<file path="config.mk">
export PLATFORM = sky130hd
export DESIGN_NAME = ir_packet_parser
export DESIGN_NICKNAME = d
export VERILOG_FILES = /design/src/rtl/ir_parse_pkg.sv /design/src/rtl/ir_parse_ctrl.sv /design/src/rtl/ir_parse_dp.sv /design/src/rtl/ir_packet_parser.sv
export SDC_FILE = /design/constraint.sdc
export NUM_CORES = 1
export LEC_CHECK = 0
export ABC_AREA = 1
export BUFFER_PORTS_ARGS = -buffer_cell sky130_fd_sc_hd__buf_2
export CAP_MARGIN = 40
export CORE_ASPECT_RATIO = 1.75
export CORE_MARGIN = 2
export CORE_UTILIZATION = 45
export DETAILED_ROUTE_END_ITERATION = 6
export PLACE_DENSITY = 0.75
export SLEW_MARGIN = 40
export SYNTH_ARGS = -nofsm -noshare
export SYNTH_HDL_FRONTEND = slang
export SYNTH_SLANG_ARGS = --single-unit
</file>
<file path="constraint.sdc">
create_clock -name clk -period 3 [get_ports clk]
set_input_delay 0.15 -clock clk [delete_from_list [all_inputs] [get_ports clk]]
set_output_delay 0.15 -clock clk [all_outputs]
set_load 0.005 [all_outputs]
</file>
<file path="src/rtl/ir_parse_pkg.sv">
package ir_parse_pkg;
  localparam int BYTE_W = 8;
  localparam int LEN_W = 5;

  localparam logic [2:0] RUN_FIELD = 3'b101;
  localparam logic [7:0] CMD_HDR = 8'h9F;
  localparam logic [7:0] HW_HDR = 8'hFF;
  localparam logic [7:0] NULL_CMD = 8'h00;

  localparam logic [7:0] SUB_REVISION = 8'h0B;
  localparam logic [7:0] SUB_CARRIER = 8'h06;
  localparam logic [7:0] SUB_TIMEOUT = 8'h0C;
  localparam logic [7:0] SUB_PULSECNT = 8'h15;
  localparam logic [7:0] SUB_SIGEND = 8'h01;
  localparam logic [7:0] SUB_TXMASK = 8'h08;
  localparam logic [7:0] SUB_RXSENSE = 8'h14;

  typedef enum logic [1:0] {
    ST_HEADER = 2'd0,
    ST_SUBCMD = 2'd1,
    ST_PAYLOAD = 2'd2,
    ST_RUN = 2'd3
  } parseState_t;

  typedef struct packed {
    logic loadCmd;
    logic loadRemHdr;
    logic loadRemSub;
    logic decRem;
    logic emitSample;
    logic emitReset;
  } parseStrobes_t;

  function automatic logic [LEN_W-1:0] payloadLen(input logic [7:0] cmd, input logic [7:0] sub);
    logic [LEN_W-1:0] len;
    len = '0;
    if (cmd == NULL_CMD && sub == HW_HDR) len = LEN_W'(1);
    else if (cmd == HW_HDR && sub == SUB_REVISION) len = LEN_W'(2);
    else if (cmd == CMD_HDR) begin
      case (sub)
        SUB_CARRIER, SUB_TIMEOUT, SUB_PULSECNT: len = LEN_W'(2);
        SUB_SIGEND, SUB_TXMASK, SUB_RXSENSE: len = LEN_W'(1);
        default: len = '0;
      endcase
    end
    return len;
  endfunction
endpackage

</file>
<file path="src/rtl/ir_parse_ctrl.sv">
module ir_parse_ctrl
  import ir_parse_pkg::*;
(
  input  logic clk,
  input  logic rstN,
  input  logic inValid,
  input  logic hdrIsRun,
  input  logic hdrLenZero,
  input  logic subSizeZero,
  input  logic remIsOne,
  output logic inReady,
  output parseStrobes_t strb
);
  parseState_t state, nextState;
  logic readyReg;
  logic accept;

  assign inReady = readyReg;
  assign accept = inValid && readyReg;

  always_ff @(posedge clk) begin
    if (!rstN) begin
      state <= ST_HEADER;
      readyReg <= 1'b0;
    end else begin
      state <= nextState;
      readyReg <= 1'b1;
    end
  end

  always_comb begin
    strb = '0;
    nextState = state;
    if (accept) begin
      case (state)
        ST_HEADER: begin
          if (!hdrIsRun) begin
            strb.loadCmd = 1'b1;
            nextState = ST_SUBCMD;
          end else if (hdrLenZero) begin
            strb.emitReset = 1'b1;
          end else begin
            strb.loadRemHdr = 1'b1;
            nextState = ST_RUN;
          end
        end
        ST_SUBCMD: begin
          strb.loadRemSub = 1'b1;
          nextState = subSizeZero ? ST_HEADER : ST_PAYLOAD;
        end
        ST_PAYLOAD: begin
          strb.decRem = 1'b1;
          if (remIsOne) nextState = ST_HEADER;
        end
        ST_RUN: begin
          strb.decRem = 1'b1;
          strb.emitSample = 1'b1;
          if (remIsOne) nextState = ST_HEADER;
        end
        default: nextState = ST_HEADER;
      endcase
    end
  end
endmodule

</file>
<file path="src/rtl/ir_parse_dp.sv">
module ir_parse_dp
  import ir_parse_pkg::*;
#(
  parameter int DUR_W = 16,
  parameter int PERIOD_US = 50
) (
  input  logic clk,
  input  logic rstN,
  input  logic [BYTE_W-1:0] inData,
  input  parseStrobes_t strb,
  output logic hdrIsRun,
  output logic hdrLenZero,
  output logic subSizeZero,
  output logic remIsOne,
  output logic evValid,
  output logic evPulse,
  output logic [DUR_W-1:0] evDuration,
  output logic evReset
);
  localparam int CNT_W = BYTE_W - 1;

  logic [BYTE_W-1:0] cmdReg;
  logic [LEN_W-1:0] remReg;
  logic [LEN_W-1:0] subLen;
  logic [DUR_W-1:0] sampleDur;

  assign subLen = payloadLen(cmdReg, inData);
  assign hdrIsRun = (inData[7:5] == RUN_FIELD) && (inData != CMD_HDR);
  assign hdrLenZero = (inData[LEN_W-1:0] == '0);
  assign subSizeZero = (subLen == '0);
  assign remIsOne = (remReg == LEN_W'(1));
  assign sampleDur = DUR_W'(inData[CNT_W-1:0]) * DUR_W'(PERIOD_US);

  always_ff @(posedge clk) begin
    if (!rstN) begin
      cmdReg <= '0;
      remReg <= '0;
    end else begin
      if (strb.loadCmd) cmdReg <= inData;
      if (strb.loadRemHdr) remReg <= inData[LEN_W-1:0];
      else if (strb.loadRemSub) remReg <= subLen;
      else if (strb.decRem) remReg <= remReg - LEN_W'(1);
    end
  end

  always_ff @(posedge clk) begin
    if (!rstN) begin
      evValid <= 1'b0;
      evPulse <= 1'b0;
      evDuration <= '0;
      evReset <= 1'b0;
    end else begin
      evValid <= strb.emitSample;
      evReset <= strb.emitReset;
      if (strb.emitSample) begin
        evPulse <= inData[BYTE_W-1];
        evDuration <= sampleDur;
      end
    end
  end
endmodule

</file>
<file path="src/rtl/ir_packet_parser.sv">
module ir_packet_parser
  import ir_parse_pkg::*;
#(
  parameter int DUR_W = 16,
  parameter int PERIOD_US = 50
) (
  input  logic clk,
  input  logic rstN,
  input  logic inValid,
  input  logic [7:0] inData,
  output logic inReady,
  output logic evValid,
  output logic evPulse,
  output logic [DUR_W-1:0] evDuration,
  output logic evReset
);
  parseStrobes_t strb;
  logic hdrIsRun, hdrLenZero, subSizeZero, remIsOne;

  ir_parse_ctrl u_ctrl (
    .clk(clk), .rstN(rstN), .inValid(inValid),
    .hdrIsRun(hdrIsRun), .hdrLenZero(hdrLenZero),
    .subSizeZero(subSizeZero), .remIsOne(remIsOne),
    .inReady(inReady), .strb(strb)
  );

  ir_parse_dp #(.DUR_W(DUR_W), .PERIOD_US(PERIOD_US)) u_dp (
    .clk(clk), .rstN(rstN), .inData(inData), .strb(strb),
    .hdrIsRun(hdrIsRun), .hdrLenZero(hdrLenZero),
    .subSizeZero(subSizeZero), .remIsOne(remIsOne),
    .evValid(evValid), .evPulse(evPulse),
    .evDuration(evDuration), .evReset(evReset)
  );
endmodule

</file>
# ---- After elaboration in Yosys (flattened, before gate mapping)
# Index checks and enable logic that the tools add are counted.
dict set report classes {
  add_sub_neg 1
  n_mul 1
  eq_ne 18
  muxes 24
  reduce_logical 14
}
# operator n
set op_table {}
lappend op_table {{$mux W5} 6}
lappend op_table {{$eq A8 B4 Y1 const B} 3}
lappend op_table {{$eq A8 B8 Y1 const B} 3}
lappend op_table {{$eq A8 B5 Y1 const B} 2}
lappend op_table {{$mul A7 B5 Y12 const B} 1}
lappend op_table {{$logic_not A5 Y1} 2}
lappend op_table {{$mux W1} 10}
lappend op_table {{$mux W2} 5}
lappend op_table {{$eq A8 B1 Y1 const B} 1}
lappend op_table {{$eq A8 B3 Y1 const B} 1}
lappend op_table {{$logic_not A8 Y1} 1}
lappend op_table {{$ne A8 B8 Y1 const B} 1}
lappend op_table {{$mux W6} 1}
lappend op_table {{$pmux W2 S3} 1}
lappend op_table {{$reduce_or A3 Y1} 2}
lappend op_table {{$eq A5 B1 Y1 const B} 1}
lappend op_table {{$sub A5 B1 Y5 const B} 1}
lappend op_table {{$eq A2 B2 Y1 const B} 2}
lappend op_table {{$logic_and A1 B1 Y1} 4}
lappend op_table {{$pmux W2 S2} 1}
lappend op_table {{$reduce_and A4 Y1} 1}
lappend op_table {{$eq A3 B3 Y1 const B} 1}
lappend op_table {{$ne A3 B3 Y1 const B} 1}
lappend op_table {{$reduce_and A3 Y1} 1}
lappend op_table {{5 further kinds} 5}
dict set report totals {
  reg_bits 31
  inputBits 11
  out_inout_bits 20
  elab_cells 66
}

# ---- Depth between registers and ports, before layout
# Gate-level depths: netlist of run 1.
dict set report depth {
  depth_word 9
  ltp_mapped 14
  depth_no_buf 14
}

# ---- Hierarchy
# From an unflattened synthesis of run 1, not the netlist that was laid out.
dict set report unflattened {
  cells_unflattened 305
  hier_area_um2 2250.9
}
# mod n_inst cells_each area_each_um2 seq_area_each_um2
set modules_own_cells {}
lappend modules_own_cells {ir_parse_dp 1 274 2059.5 560.5}
lappend modules_own_cells {ir_parse_ctrl 1 31 191.4 60.1}

# ---- Least setup slack after synthesis of run 1
# Ideal clock, no wire load.
dict set report synth_timing {
  path_type {input -> register}
  from {in inData[2]}
  to {reg u_dp.evDuration[12]}
  arrival_time_ns 2.152
  path_slack_ns 0.739
  cell_stages 13
  path_buffers 0
  path_cell_list {inv_1 ha_1 ha_1 fa_1 ha_1 a21oi_1 nand2_1 nand4_1 nand2_1 nand2_1 nand3_1 nand2_1 inv_1}
}
dict set report synth_via {
  elab_chain_len 1
}
# element line_no
set synth_rtl {}
lappend synth_rtl {{from (decl)} ir_packet_parser.sv:10} ;# input logic [7:0] inData,
lappend synth_rtl {{$mul A7 B5 Y12} ir_parse_dp.sv:32} ;# assign sampleDur = DUR_W'(inData[CNT_W-1:0]) * DUR_W'(PERIOD_US);
lappend synth_rtl {{to (signal assigned)} ir_parse_dp.sv:57} ;# evDuration <= sampleDur;
lappend synth_rtl {{to (decl)} ir_parse_dp.sv:17} ;# output logic [DUR_W-1:0] evDuration,
# No other way between the ends.
# A chain may end at the register's enable or synchronous reset.

# ---- Worst setup path in the final report of run 1
dict set report layout_timing {
  from {in inData[2]}
  to {reg u_dp.evDuration[10]}
}
# Same word-level chain as after synthesis.

==> out/metrics.csv, run 1 <==
stage;metric;value;unit
routing;vias per cell;5.27;
final_layout;share of layout cells above drive strength 1;12.5;%
timing;time the worst path needs with I/O delays and setup;2.43;ns
flow_run;max-cap check violation count;0;
critical_path;Critical Path Stages;13;
clock_network;PostCTS Resize Cnt;0;
logic_synthesis;post-synthesis sequential area ratio;26.9;%
logic_synthesis;number of synthesis warnings;0;
logic_synthesis;portion of netlist area occupied by mux cells;0;%
clock_network;number of H-tree levels;2;
place;routability congestion estimate;0.839;
critical_path;setup slack of the most critical reg-to-reg path;1.26;ns
critical_path;Crit path buffers/inverters;3;
clock_network;clock transition at the registers of the reported paths;0.07;ns
logic_synthesis;cell types occupying the most area after synthesis;sky130_fd_sc_hd__dfxtp_1, sky130_fd_sc_hd__ha_1, sky130_fd_sc_hd__nand2_1;
logic_synthesis;fraction of the mapped netlist area in adder cells;21.8;%
critical_path;RR Startpoint;u_ctrl.state[1]$_SDFFE_PN0P_;
clock_network;# Post-CTS Setup Buffers;0;
routing;number of design-rule violations left by the first detailed-router iteration;46;
power;power density of the placed cells;452;mW/mm²
critical_path;endpoint arrival time on the critical path;2.62;ns
critical_path;largest stage delay on the critical path;0.47;ns
logic_synthesis;dominant combinational cell family by area after synthesis;simple AND/OR/NAND/NOR gates;
clock_network;clock tree from TritonCTS;yes;
die;Vert. Die Dim;98.7;µm
routing;overall via count from detail_route;2103;
timing;worst clock skew;0.00528;ns
critical_path;Register-to-Register Path Depth;5;
routing;ANT nets after route;0;
logic_synthesis;post-synthesis cell type with the largest combined area;sky130_fd_sc_hd__dfxtp_1;
clock_network;maximum clock path buffer count;2;
timing;actual transition at the worst max-transition pin;0.746;ns
routing;average wire per standard cell;13.8;µm
clock_network;clock tree root buffer cell;sky130_fd_sc_hd__clkbuf_8;
grt;largest net degree at the start of global routing;24;
clock_network;number of sinks driven by the clock tree;31;
timing;f_max;0.412;GHz
place;input/output buffers;26;
routing;number of detailed-route iterations in the first pass;6;
power;peak supply drop;0.000333;V
critical_path;worst reg2reg path endpoint;u_dp.evDuration[9]$_SDFFE_PN0P_;
critical_path;WP data required;3.19;ns
timing;unrepaired setup endpoints after global routing;false;
final_layout;Area Growth Syn to Fin;10.9;%
grt;global-route wire length before repair;9.34;mm
die;Initial Util;46.4;%
place;Placed Instance Area;0.00244;mm²
power;total chip power;0.00116;W
critical_path;critical setup path kind;input port to register;
critical_path;capturing element type of the critical path;register;
power;Leak;1.35;nW
logic_synthesis;Yosys top cell area share;26.9;%
min_path;worst hold path endpoint;u_ctrl.inReady$_DFF_P_;
status;run status;complete, no violations;
logic_synthesis;synthesized instance count;318;
timing;Hold Slack;0.164;ns
routing;count of unresolved DRC violations after routing;0;
grt;vias in the first global route;2138;
critical_path;Crit-path slowest cell;sky130_fd_sc_hd__fa_1;
die;Floorplan Core Area;0.00498;mm²
grt;remaining global-route overflow;0;
logic_synthesis;share of synthesized cell area in and, or, nand and nor gates;24.6;%
timing;portion of the clock cycle consumed by the worst path in the final layout;81.0;%
grt;all-layer global routing usage;21.2;%
die;area of the die;0.00574;mm²
min_path;worst min-delay path category;input port to register;
die;Die Width;58.1;µm
timing;setup total negative slack;0;ns
final_layout;ANT cells;0;
clock_network;clock latency of the later-clocked register in the worst-skew pair;0.29;ns
timing;number of endpoints with negative hold slack in the final report;0;
timing;final slew viol count;0;
place;HPWL after detailed placement;4.41;mm
final_layout;Final Cell Area;0.00256;mm²
critical_path;largest driver fanout on the critical path;5;
critical_path;kind of start point of the critical path;input port;
place;pre-CTS setup slack;0.260;ns
logic_synthesis;number of unique standard cell types used by synthesis;30;
logic_synthesis;Synth Register Bits;31;
logic_synthesis;synthesized area per cell;7.26;µm²
final_layout;net count of the finished layout;394;
critical_path;most frequent cell on the critical path;sky130_fd_sc_hd__ha_1;
critical_path;critical path cell sequence;buf_2 > inv_1 > ha_1 > ha_1 > fa_1 > ha_1 > a21oi_1 > nand2_1 > nand3_1 > a21o_1 > nand3_1 > nand2_1 > inv_1;
die;io pins;31;
routing;final wirelength;5.49;mm
clock_network;total CTS buffers;5;
timing;final setup violating endpoints;0;
logic_synthesis;synthesized-area fraction occupied by xor and xnor cells;1.90;%
die;number of standard-cell rows in the floorplan;34;
timing;setup ws final;0.571;ns
logic_synthesis;post-synthesis compound-gate area fraction;13.9;%
min_path;startpoint of the lowest-slack hold path;rstN;
timing;worst relative slew slack;50.1;%
logic_synthesis;mapped cell area;0.00231;mm²
clock_network;CTS Hold Buffers Added;0;
critical_path;Crit path max-delay family;adder cells;
grt;initial antenna violation count;0;
min_path;Cells on Worst Hold Path;1;
[power by group]
group | internal (W) | total [W] | switching, W
logic | 0.000103 | 0.000280 | 0.000176
registers | 0.000427 | 0.000439 | 0.0000117
clock network | 0.000269 | 0.000437 | 0.000168
[layer usage]
| layer | global-route usage [%] | wire [µm] | vias up |
|---|---|---|---|
| met5 | 0 | 0 | - |
| met4 | 8.59 | 149 | 0 |
| met3 | 2.36 | 182 | 11 |
| met2 | 44.0 | 3280 | 53 |
| met1 | 19.3 | 1880 | 965 |
| li1 | - | - | 1074 |
[registers in the layout, indices dropped and copies added (netlist names)]
name and cells:
u_dp.evDuration 12, u_dp.cmdReg 8, u_dp.remReg 5, u_ctrl.state 2
u_ctrl.inReady 1, u_dp.evPulse 1, u_dp.evReset 1, u_dp.evValid 1
[final cells by class]
| class | instances | area [µm²] |
|---|---|---|
| Clock buffer | 6 | 82.6 |
| Clock inverter | 2 | 35.0 |
| Fill cell | 489 | 2420 |
| Inverter | 46 | 173 |
| Multi-Input combinational cell | 234 | 1450 |
| Sequential cell | 31 | 621 |
| Tap cell | 54 | 67.6 |
| Timing Repair Buffer | 26 | 130 |
[worst reg2reg max path, stage by stage, from the launching register on]
cell	delay, ns
sky130_fd_sc_hd__dfxtp_1	0.41
sky130_fd_sc_hd__inv_2	0.11
sky130_fd_sc_hd__nor3_4	0.66
sky130_fd_sc_hd__inv_1	0.21
sky130_fd_sc_hd__o21ai_0	0.20
sky130_fd_sc_hd__inv_1	0.05
[how the worst max path moves through the flow]
stage          startpoint                               end  slack, ns
6_report        inData[2]  u_dp.evDuration[10]$_SDFFE_PN0P_       0.57
5_1_grt         inData[2]  u_dp.evDuration[10]$_SDFFE_PN0P_       0.38
3_3_place_gp    inData[2]  u_dp.evDuration[10]$_SDFFE_PN0P_       0.32
2_1_floorplan   inData[2]  u_dp.evDuration[12]$_SDFFE_PN0P_       0.74
4_1_cts         inData[2]  u_dp.evDuration[10]$_SDFFE_PN0P_       0.56
3_5_place_dp    inData[2]  u_dp.evDuration[10]$_SDFFE_PN0P_       0.26
[cells in the final DEF (no fill, tap or decap), types with 2 or more instances in the layout]
cell                        n
sky130_fd_sc_hd__nand2_2    3
sky130_fd_sc_hd__clkbuf_8   6
sky130_fd_sc_hd__nand3b_1   3
sky130_fd_sc_hd__nand4_1    6
sky130_fd_sc_hd__nand2_1   52
sky130_fd_sc_hd__conb_1     4
sky130_fd_sc_hd__nor2_1    41
sky130_fd_sc_hd__ha_1      37
sky130_fd_sc_hd__nor3_1     3
sky130_fd_sc_hd__o21ai_1    8
sky130_fd_sc_hd__xnor2_1    2
sky130_fd_sc_hd__nand3_1   16
sky130_fd_sc_hd__inv_1     44
sky130_fd_sc_hd__o21ai_0   15
sky130_fd_sc_hd__buf_2     26
sky130_fd_sc_hd__a21oi_1   29
sky130_fd_sc_hd__a21o_1     3
sky130_fd_sc_hd__inv_2      2
sky130_fd_sc_hd__xor2_1     3
sky130_fd_sc_hd__dfxtp_1   31
sky130_fd_sc_hd__fa_1       2
[kinds of logic after synthesis]
kind of cell    Yosys count
simple gates            127
compound gates           59
buf+inv                  56
fa+ha+maj                39
flops                    31
xor+xnor                  5
other cells               1
[synth_stat cells]
cell type / count
sky130_fd_sc_hd__a21boi_0: 1
sky130_fd_sc_hd__a21o_1: 3
sky130_fd_sc_hd__a21oi_1: 29
sky130_fd_sc_hd__a21oi_4: 1
sky130_fd_sc_hd__a31oi_1: 1
sky130_fd_sc_hd__buf_1: 1
sky130_fd_sc_hd__buf_4: 4
sky130_fd_sc_hd__buf_6: 3
sky130_fd_sc_hd__clkbuf_1: 2
sky130_fd_sc_hd__conb_1: 1
sky130_fd_sc_hd__dfxtp_1: 31
sky130_fd_sc_hd__fa_1: 2
sky130_fd_sc_hd__ha_1: 37
sky130_fd_sc_hd__inv_1: 44
sky130_fd_sc_hd__inv_2: 2
sky130_fd_sc_hd__nand2_1: 52
sky130_fd_sc_hd__nand2_2: 3
sky130_fd_sc_hd__nand3_1: 16
sky130_fd_sc_hd__nand3_4: 1
sky130_fd_sc_hd__nand3b_1: 3
sky130_fd_sc_hd__nand4_1: 6
sky130_fd_sc_hd__nor2_1: 41
sky130_fd_sc_hd__nor2_4: 1
sky130_fd_sc_hd__nor3_1: 3
sky130_fd_sc_hd__nor3_4: 1
sky130_fd_sc_hd__o21a_1: 1
sky130_fd_sc_hd__o21ai_0: 15
sky130_fd_sc_hd__o21ai_1: 8
sky130_fd_sc_hd__xnor2_1: 2
sky130_fd_sc_hd__xor2_1: 3
[metrics by stage]
stage | instances | utilization, %
6_report | 399 | 51.4
3_3_place_gp | 391 | 49.0
3_5_place_dp | 391 | 49.0
5_1_grt | 399 | 51.4
4_1_cts | 399 | 51.4
2_1_floorplan | 321 | -
(Power assumes the default switching activity.)
==> inputs of run 2 (changes only) <==
clock period = 2.3 ns   (was 3 ns; I/O delays follow)
==> out/metrics.csv, run 2 (same netlist as run 1, synthesis figures left out) <==
stage;metric;value;unit;change
status;run status;complete, no violations;;
critical_path;Crit path max-delay family;adder cells;;
routing;number of design-rule violations left by the first detailed-router iteration;53;;+15%
critical_path;first element of the critical path;inData[4];;
critical_path;most frequent cell on the critical path;sky130_fd_sc_hd__ha_1;;
final_layout;share of layout cells above drive strength 1;19.5;%;+7.1 points
routing;final wirelength;5.69;mm;+3.7%
routing;average wire per standard cell;13.3;µm;-3.4%
power;total chip power;0.00159;W;+37%
critical_path;critical path cell sequence;buf_2 > inv_1 > ha_1 > ha_1 > ha_1 > ha_1 > a21o_1 > a21boi_0 > nand2_1 > nand2_1 > nand3_1 > nand2_1 > inv_1;;
timing;setup total negative slack;0;ns;unchanged
final_layout;Area Growth Syn to Fin;20.9;%;
die;Die Width;58.1;µm;unchanged
routing;overall via count from detail_route;2191;;+4.2%
final_layout;net count of the finished layout;423;;+7.4%
timing;worst clock skew;0.00482;ns;-0.000465 ns
clock_network;clock tree from TritonCTS;yes;;
routing;number of detailed-route iterations in the first pass;4;;-2
routing;count of unresolved DRC violations after routing;0;;unchanged
critical_path;capturing element type of the critical path;register;;
place;HPWL after detailed placement;4.54;mm;+3.0%
place;Placed Instance Area;0.00266;mm²;+8.9%
timing;time the worst path needs with I/O delays and setup;2.17;ns;
final_layout;biggest regs;u_dp.evDuration: 12 flops, u_dp.cmdReg: 8 flops, u_dp.remReg: 5 flops;;
critical_path;RR Startpoint;u_ctrl.state[1]$_SDFFE_PN0P_;;
final_layout;Reg with most FFs;u_dp.evDuration;;
clock_network;clock tree root buffer cell;sky130_fd_sc_hd__clkbuf_8;;
final_layout;leading cell type in the layout, fill and taps excluded;sky130_fd_sc_hd__nand2_1;;
clock_network;# Post-CTS Setup Buffers;0;;unchanged
die;area of the die;0.00574;mm²;unchanged
power;peak supply drop;0.000593;V;+78%
final_layout;flip-flop count of the largest register, all copies and words added;12;;unchanged
die;io pins;31;;unchanged
final_layout;Final Cell Area;0.00279;mm²;+9.0%
grt;all-layer global routing usage;21.5;%;+0.32 points
clock_network;clock latency of the later-clocked register in the worst-skew pair;0.29;ns;about the same
critical_path;endpoint arrival time on the critical path;2.35;ns;-0.27 ns
grt;vias in the first global route;2151;;+0.61%
clock_network;total CTS buffers;5;;unchanged
routing;ANT nets after route;0;;unchanged
clock_network;number of sinks driven by the clock tree;31;;unchanged
clock_network;CTS Hold Buffers Added;0;;unchanged
clock_network;clock transition at the registers of the reported paths;0.07;ns;about the same
clock_network;PostCTS Resize Cnt;0;;unchanged
clock_network;number of H-tree levels;2;;unchanged
timing;portion of the clock cycle consumed by the worst path in the final layout;94.2;%;
critical_path;WP data required;2.49;ns;-0.70 ns
critical_path;Crit-path slowest cell;sky130_fd_sc_hd__a21boi_0;;
flow_run;max-cap check violation count;0;;unchanged
critical_path;Crit path buffers/inverters;3;;unchanged
timing;final slew viol count;0;;unchanged
die;Floorplan Core Area;0.00498;mm²;unchanged
critical_path;largest driver fanout on the critical path;3;;-2
routing;vias per cell;5.12;;-2.9%
clock_network;maximum clock path buffer count;2;;unchanged
critical_path;kind of start point of the critical path;input port;;
place;routability congestion estimate;0.813;;-3.0%
timing;unrepaired setup endpoints after global routing;false;;
grt;remaining global-route overflow;0;;unchanged
final_layout;ANT cells;0;;unchanged
timing;final setup violating endpoints;0;;unchanged
grt;global-route wire length before repair;9.44;mm;+1.1%
die;Initial Util;46.4;%;unchanged
critical_path;critical setup path kind;input port to register;;
power;power density of the placed cells;568;mW/mm²;+26%
critical_path;largest stage delay on the critical path;0.31;ns;-0.16 ns
grt;largest net degree at the start of global routing;22;;-8.3%
timing;number of endpoints with negative hold slack in the final report;0;;unchanged
grt;initial antenna violation count;0;;unchanged
min_path;startpoint of the lowest-slack hold path;rstN;;
place;input/output buffers;26;;unchanged
die;Vert. Die Dim;98.7;µm;unchanged
timing;Hold Slack;0.132;ns;-0.0317 ns
power;Leak;1.50;nW;+10%
die;number of standard-cell rows in the floorplan;34;;unchanged
min_path;worst min-delay path category;input port to register;;
final_layout;commonest non-fill, non-tap cells in the layout;sky130_fd_sc_hd__nand2_1, sky130_fd_sc_hd__inv_1, sky130_fd_sc_hd__nor2_1;;
timing;f_max;0.461;GHz;
==> run 2: cell types whose count changed in the layout (fill, tap and decap cells not counted), sizes merged <==
cell	before	now
buf	26	55
==> run 2: final timing paths <==
check | endpoint | slack, ns | cells after the start
max | u_dp.evDuration[12]$_SDFFE_PN0P_ | 0.13 | 13
min | u_ctrl.inReady$_DFF_P_ | 0.13 | 1
max reg2reg | u_dp.evDuration[11]$_SDFFE_PN0P_ | 0.75 | 6
min reg2reg | u_ctrl.state[0]$_SDFFE_PN0P_ | 0.46 | 2
==> run 2: layout make-up <==
type	count	area [µm²]
fill	468	2190
timing repair buffer	55	348
inverter	46	173
tap	54	67.6
clock buffer	6	82.6
sequential	31	621
clock inverter	2	35.0
multi-input combinational	234	1460
==> run 2: worst reg2reg max path: stages, from the launching register on <==
cell                      delay (ns)
sky130_fd_sc_hd__dfxtp_1        0.41
sky130_fd_sc_hd__inv_2          0.12
sky130_fd_sc_hd__nor3_4         0.42
sky130_fd_sc_hd__buf_4          0.26
sky130_fd_sc_hd__nand2_1        0.07
sky130_fd_sc_hd__o21ai_1        0.12
sky130_fd_sc_hd__inv_1          0.05
==> run 2: power breakdown <==
group / internal [W] / switching [W]
logic: 0.000200 / 0.000240
clock network: 0.000351 / 0.000222
registers: 0.000557 / 0.0000142
==> run 2: per-layer routing <==
layer / global-route usage (%) / vias to the layer above / share of wire (%)
met5: 0 / - / 0
met4: 10.7 / 0 / 3.2
met3: 2.89 / 15 / 2.0
met2: 43.6 / 36 / 59
met1: 19.3 / 1008 / 35
li1: - / 1132 / -
==> run 2: stage by stage <==
stage                     worst slack (ns)  utilization [%]  cells
after global routing                0.0230             56.0    428
after detailed placement            -0.217             53.4    420
after global placement              -0.144             53.4    420
after CTS                           0.0936             55.8    428
final                                0.133             56.0    428
after floorplan                     0.0744                -    321
